<file path="config.mk">
export PLATFORM = sky130hd
export DESIGN_NAME = rfsh_sequencer
export DESIGN_NICKNAME = d
export VERILOG_FILES = /design/src/rtl/rfsh_pkg.sv /design/src/rtl/rfsh_interval_timer.sv /design/src/rtl/rfsh_debt_counter.sv /design/src/rtl/rfsh_sequencer.sv
export SDC_FILE = /design/constraint.sdc
export NUM_CORES = 1
export LEC_CHECK = 0
export CAP_MARGIN = 10
export CORE_AREA = 4 4 57 111
export DETAILED_ROUTE_END_ITERATION = 7
export DIE_AREA = 0 0 61 115
export GPL_ROUTABILITY_DRIVEN = 0
export GPL_TIMING_DRIVEN = 0
export PLACE_DENSITY = 0.84
export SLEW_MARGIN = 20
export SYNTH_ARGS = -nofsm -noshare
export SYNTH_HDL_FRONTEND = slang
export SYNTH_SLANG_ARGS = --single-unit
</file>
<file path="constraint.sdc">
create_clock -name clk -period 4.4 [get_ports clk]
set_input_delay 1.1 -clock clk [delete_from_list [all_inputs] [get_ports clk]]
set_output_delay 1.1 -clock clk [all_outputs]
set_load 0.02 [all_outputs]
</file>
<file path="src/rtl/rfsh_pkg.sv">
package rfsh_pkg;

    typedef enum logic [2:0] {
        ST_IDLE,
        ST_WAIT_GNT,
        ST_CAS_LEAD,
        ST_RAS_LOW,
        ST_PRECHG,
        ST_SR_HOLD,
        ST_SR_EXIT
    } rfsh_state_e;

endpackage

</file>
<file path="src/rtl/rfsh_interval_timer.sv">
module rfsh_interval_timer #(
    parameter int STD_LIM = 1953,
    parameter int EXT_LIM = 15625
) (
    input  logic clk,
    input  logic rst_n,
    input  logic ext_sel,
    input  logic clr,
    output logic tick
);
    localparam int TW = $clog2(EXT_LIM + 1);

    logic [TW-1:0] cnt_q;
    logic [TW-1:0] lim_m1;

    assign lim_m1 = ext_sel ? TW'(EXT_LIM - 1) : TW'(STD_LIM - 1);
    assign tick   = !clr && (cnt_q >= lim_m1);

    always_ff @(posedge clk or negedge rst_n) begin
        if (!rst_n) begin
            cnt_q <= '0;
        end else if (clr || tick) begin
            cnt_q <= '0;
        end else begin
            cnt_q <= cnt_q + 1'b1;
        end
    end
endmodule

</file>
<file path="src/rtl/rfsh_debt_counter.sv">
module rfsh_debt_counter #(
    parameter int MAX_DEBT = 8,
    localparam int DW = $clog2(MAX_DEBT + 1)
) (
    input  logic          clk,
    input  logic          rst_n,
    input  logic          clr,
    input  logic          owe,
    input  logic          paid,
    output logic [DW-1:0] debt,
    output logic          pending
);
    logic at_cap;

    assign at_cap  = (debt == DW'(MAX_DEBT));
    assign pending = (debt != '0);

    always_ff @(posedge clk or negedge rst_n) begin
        if (!rst_n) begin
            debt <= '0;
        end else if (clr) begin
            debt <= '0;
        end else if (owe && !paid && !at_cap) begin
            debt <= debt + 1'b1;
        end else if (paid && !owe && pending) begin
            debt <= debt - 1'b1;
        end
    end
endmodule

</file>
<file path="src/rtl/rfsh_sequencer.sv">
module rfsh_sequencer
    import rfsh_pkg::*;
#(
    parameter int CLK_MHZ  = 125,
    parameter int ROWS     = 1024,
    parameter int STD_MS   = 16,
    parameter int EXT_MS   = 128,
    parameter int T_CSR    = 2,
    parameter int T_RAS    = 7,
    parameter int T_RP     = 5,
    parameter int T_RASS   = 12500,
    parameter int T_RPS    = 14,
    parameter int MAX_DEBT = 8
) (
    input  logic clk,
    input  logic rst_n,
    input  logic ext_period,
    input  logic distrib_mode,
    input  logic sr_req,
    input  logic bus_gnt,
    output logic bus_req,
    output logic ras_n,
    output logic cas_n,
    output logic sr_active,
    output logic catchup
);
    localparam int STD_LIM = CLK_MHZ * 1000 * STD_MS / ROWS;
    localparam int EXT_LIM = CLK_MHZ * 1000 * EXT_MS / ROWS;
    localparam int DW      = $clog2(MAX_DEBT + 1);
    localparam int BW      = $clog2(ROWS + 1);
    localparam int M1      = (T_CSR > T_RAS) ? T_CSR : T_RAS;
    localparam int M2      = (T_RP > T_RPS) ? T_RP : T_RPS;
    localparam int M3      = (M1 > M2) ? M1 : M2;
    localparam int PH_MAX  = (M3 > T_RASS) ? M3 : T_RASS;
    localparam int PW      = $clog2(PH_MAX + 1);

    rfsh_state_e   state_q, state_d;
    logic [PW-1:0] ph_q;
    logic          sr_go_q;
    logic [BW-1:0] burst_q;
    logic [DW-1:0] debt_q;
    logic          clr, tick, paid, pending, ras_end, pre_end, exit_end;

    assign clr      = (state_q == ST_SR_HOLD) || (state_q == ST_SR_EXIT) || (burst_q != '0);
    assign ras_end  = (state_q == ST_RAS_LOW) && (ph_q == PW'(T_RAS - 1));
    assign pre_end  = (state_q == ST_PRECHG)  && (ph_q == PW'(T_RP - 1));
    assign exit_end = (state_q == ST_SR_EXIT) && (ph_q == PW'(T_RPS - 1));
    assign paid     = ras_end && !sr_go_q && (burst_q == '0);

    rfsh_interval_timer #(.STD_LIM(STD_LIM), .EXT_LIM(EXT_LIM)) u_timer (
        .clk     (clk),
        .rst_n   (rst_n),
        .ext_sel (ext_period),
        .clr     (clr),
        .tick    (tick)
    );

    rfsh_debt_counter #(.MAX_DEBT(MAX_DEBT)) u_debt (
        .clk     (clk),
        .rst_n   (rst_n),
        .clr     (clr),
        .owe     (tick),
        .paid    (paid),
        .debt    (debt_q),
        .pending (pending)
    );

    // next-state logic
    always_comb begin
        state_d = state_q;
        unique case (state_q)
            ST_IDLE:     if (pending || sr_req) state_d = ST_WAIT_GNT;
            ST_WAIT_GNT: if (bus_gnt) state_d = ST_CAS_LEAD;
            ST_CAS_LEAD: if (ph_q == PW'(T_CSR - 1)) state_d = ST_RAS_LOW;
            ST_RAS_LOW:  if (ras_end) state_d = sr_go_q ? ST_SR_HOLD : ST_PRECHG;
            ST_PRECHG:   if (pre_end) state_d = ((burst_q != '0) || pending || sr_req)
                                                ? ST_CAS_LEAD : ST_IDLE;
            ST_SR_HOLD:  if ((ph_q >= PW'(T_RASS - 1)) && !sr_req) state_d = ST_SR_EXIT;
            ST_SR_EXIT:  if (exit_end) state_d = distrib_mode ? ST_IDLE : ST_CAS_LEAD;
            default:     state_d = ST_IDLE;
        endcase
    end

    // state register and its companions
    always_ff @(posedge clk or negedge rst_n) begin
        if (!rst_n) begin
            state_q <= ST_IDLE;
            ph_q    <= '0;
            sr_go_q <= 1'b0;
            burst_q <= '0;
        end else begin
            state_q <= state_d;
            if (state_d != state_q)   ph_q <= '0;
            else if (ph_q != PW'(PH_MAX)) ph_q <= ph_q + 1'b1;

            if ((state_q == ST_WAIT_GNT) && bus_gnt)
                sr_go_q <= sr_req && !pending;
            else if (pre_end)
                sr_go_q <= (burst_q == '0) && !pending && sr_req;
            else if (state_q == ST_SR_EXIT)
                sr_go_q <= 1'b0;

            if (exit_end && !distrib_mode)  burst_q <= BW'(ROWS);
            else if (ras_end && (burst_q != '0)) burst_q <= burst_q - 1'b1;
        end
    end

    // outputs
    always_comb begin
        bus_req   = 1'b1;
        ras_n     = 1'b1;
        cas_n     = 1'b1;
        sr_active = 1'b0;
        unique case (state_q)
            ST_IDLE:     bus_req = 1'b0;
            ST_WAIT_GNT: ;
            ST_CAS_LEAD: cas_n = 1'b0;
            ST_RAS_LOW:  begin ras_n = 1'b0; cas_n = 1'b0; end
            ST_PRECHG:   ;
            ST_SR_HOLD:  begin ras_n = 1'b0; cas_n = 1'b0; sr_active = 1'b1; end
            ST_SR_EXIT:  sr_active = 1'b1;
            default:     bus_req = 1'b0;
        endcase
    end

    assign catchup = (burst_q != '0);
endmodule

</file>
==> impl_metrics.json <==
{
  "outcome": "finished, final reports clean",
  "cts_tree": "yes",
  "synthAdderAreaFrac_pct": 7.82,
  "rsz0062_at_grt": "no",
  "min_period_ns": 4.16,
  "critPathTopFamily": "compound AO/OA/AOI/OAI gates",
  "peakVddDrop_mv": 0.230,
  "syn_to_final_growth_pct": 10.5,
  "critPathKind": "input port to flop",
  "drv_cap": 0,
  "io_buffers": 10,
  "globalRouteOverflowTotal": 0,
  "setup_slack_ns": 0.239,
  "p_per_area_nw_per_um2": 242,
  "critPathSlowestCell": "clkdlybuf4s50_1",
  "worstPathArrival_ns": 4.38,
  "fp.dieH_um": 115,
  "fin_skew_ns": 0.00878,
  "place_ws_ns": -0.300,
  "clkLatencyLatePin_ns": 0.32,
  "required_ns": 4.62,
  "slew_viol_final": 0,
  "comb_power_share_pct": 3.6,
  "cp-start-kind": "input port",
  "wl_um": 6510,
  "cts_setup_buffers": 0,
  "cp-startpoint": "ext_period",
  "swShare_pct": 22.5,
  "syn-num-nets": 351,
  "fin_area_um2": 3290,
  "path_clk_slew_ns": 0.08,
  "hold_buffers": 0,
  "cp_cell_sequence": "clkdlybuf4s50_1 > inv_1 > ha_1 > and4_1 > a221o_1 > a31oi_2 > or4_4 > ha_1 > a21o_1 > a21oi_1 > nor3_1 > a22o_1 > a211oi_1",
  "reg2reg_from": "burst_q[0]$_DFFE_PN0P_",
  "nFillCells": 482,
  "dp_cells": 398,
  "synth-seq-area-share_pct": 39.5,
  "leakage_nw": 1.37,
  "post-route-period-util_pct": 94.6,
  "syn_area_um2": 2970,
  "clock-sinks": 47,
  "synth_seq_cells": 47,
  "synth_cells": 327,
  "start_util_pct": 54.9,
  "ys_top_cells_by_area": "dfrtp_1 (40%), ha_1 (7.2%), nor2_1 (6.3%)",
  "final-hold-violation-count": 0,
  "relSlewSlack_pct": 54.6,
  "utilization_pct": 60.6,
  "fin_cells": 406,
  "grt_pass1_wl_um": 11300,
  "synth_top_area_share_pct": 39.5,
  "rows": 38,
  "ant_nets": 0,
  "setup_viol": 0,
  "tightest_slew_ns": 0.672,
  "synth.distinct_cells": 49,
  "tns_ns": 0,
  "drtIter0Drc": 72,
  "drc_errors": 0,
  "yosys.area_share.simple_pct": 29.5,
  "grt_max_degree": 33,
  "cpPeakStageDelay_ns": 0.56,
  "path_common_cell": "ha_1",
  "power.internal_mw": 0.616,
  "ctsRootBufferMaster": "clkbuf_8",
  "grt_use_total_pct": 21.2,
  "ctsResizeCount": 0,
  "synth_area_per_cell_um2": 9.10,
  "drt-wirelength-per-cell_um": 16.0,
  "dpl.hpwl_um": 4990,
  "n_antenna_cell": 0,
  "grt_antenna_before_repair": 0,
  "io_pins": 11,
  "seq_power_share_pct": 55.4,
  "cts-buffers-inserted": 5,
  "synth_top_family_by_area": "simple AND/OR/NAND/NOR gates",
  "htreeDepth": 2,
  "synthArstFlopShare_pct": 100,
  "worstPathMaxFanout": 7,
  "vias_per_cell": 6.13,
  "post_route_cells_drive_above_1_share_pct": 5.20,
  "endpoint_kind": "flop",
  "synth_xor_area_share_pct": 9.13,
  "synth_compound_area_share_pct": 9.76,
  "placed_area_um2": 3160,
  "nNetsFinal": 369,
  "crit_buf_inv": 2,
  "hp-class": "flop to flop",
  "yosys_warnings": 0,
  "hp-start": "u_timer.cnt_q[0]$_DFF_PN0_",
  "core_area_um2": 5420,
  "die-area_um2": 7020,
  "power.total_mw": 0.795,
  "die_x_um": 61,
  "first_global_vias": 2580,
  "firstDrtPassIters": 7,
  "clkPwrFrac_pct": 41.0,
  "max_freq_ghz": 0.240,
  "fin_hold_ws_ns": 0.501,
  "muxShareOfSynthArea_pct": 0.673,
  "vias": 2488,
  "power_switching_mw": 0.179,
  "clock_path_buffers": 2,
  "synth_top_area_cell": "dfrtp_1",
  "synthFlopType": "dfrtp_1",
  "synth_edf_count": 0
}
[layout make-up]
cell class,instances,area [µm²],area share (%)
Clock buffer,5,68.8,2.09
Buffer,10,45.0,1.37
Sequential cell,47,1180,35.8
Timing Repair Buffer,11,115,3.50
Multi-Input combinational cell,254,1700,51.8
Clock inverter,3,43.8,1.33
Tap cell,60,75.1,2.28
Inverter,16,60.1,1.83
[per-layer routing]
layer	part of all wire, %	GRT usage (%)	up-vias
li1	-	-	1199
met1	36	20.8	1217
met2	58	39.6	49
met3	2.7	4.38	23
met4	3.5	10.4	0
met5	0	0	-
[sequential cells by signal (all words and copies together), names as in the netlist]
name / flops
burst_q: 11
state_q: 3
u_timer.cnt_q: 14
ph_q: 14
sr_go_q: 1
u_debt.debt: 4
[layout by cell type, fill, tap and decap left out, types with 8 or more instances in the layout]
| master | instances |
|---|---|
| clkbuf_1 | 9 |
| xor2_1 | 16 |
| o21ai_0 | 8 |
| nor2_1 | 50 |
| nor4_1 | 8 |
| nand2_1 | 22 |
| ha_1 | 17 |
| dfrtp_1 | 47 |
| a21oi_1 | 10 |
| clkdlybuf4s50_1 | 9 |
| or3_1 | 8 |
| nand3_1 | 15 |
| nor3_1 | 15 |
| xnor2_1 | 15 |
| inv_1 | 16 |
[synth_stat cells, drive strengths merged (9+ instances only)]
library cell,n
nor3,15
ha,17
clkbuf,9
nand2,22
nand3,15
a21oi,10
dfrtp,47
xor2,16
inv,16
xnor2,15
nor2,50
[final timing paths]
path | cells past startpoint | slack (ns) | endpoint
min in group asynchronous | 1 | 0.70 | state_q[0]$_DFF_PN0_
worst max register to register | 12 | 0.99 | u_debt.debt[3]$_DFFE_PN0P_
max in group asynchronous | 2 | 3.22 | u_timer.cnt_q[10]$_DFF_PN0_
worst min-delay path | 1 | 0.50 | u_timer.cnt_q[0]$_DFF_PN0_
worst max-delay path | 13 | 0.24 | u_debt.debt[3]$_DFFE_PN0P_
worst min register to register | 1 | 0.50 | u_timer.cnt_q[0]$_DFF_PN0_
[power groups by stage]
| stage | Clock, mW | Combinational [mW] | Sequential, mW |
|---|---|---|---|
| 5_1_grt | 0.346 | 0.0325 | 0.442 |
| 2_1_floorplan | 0 | 0.0108 | 0.448 |
| 3_3_place_gp | 0 | 0.0266 | 0.449 |
| 3_5_place_dp | 0 | 0.0290 | 0.449 |
| 6_report | 0.326 | 0.0285 | 0.441 |
| 4_1_cts | 0.327 | 0.0291 | 0.440 |
[cell families after synthesis]
group           count (synthesis)
flops                          47
xor+xnor                       31
buf+inv                        26
fa+ha+maj                      18
compound gates                 40
mux                             2
simple gates                  163
Power figures use the tool's default switching activity.
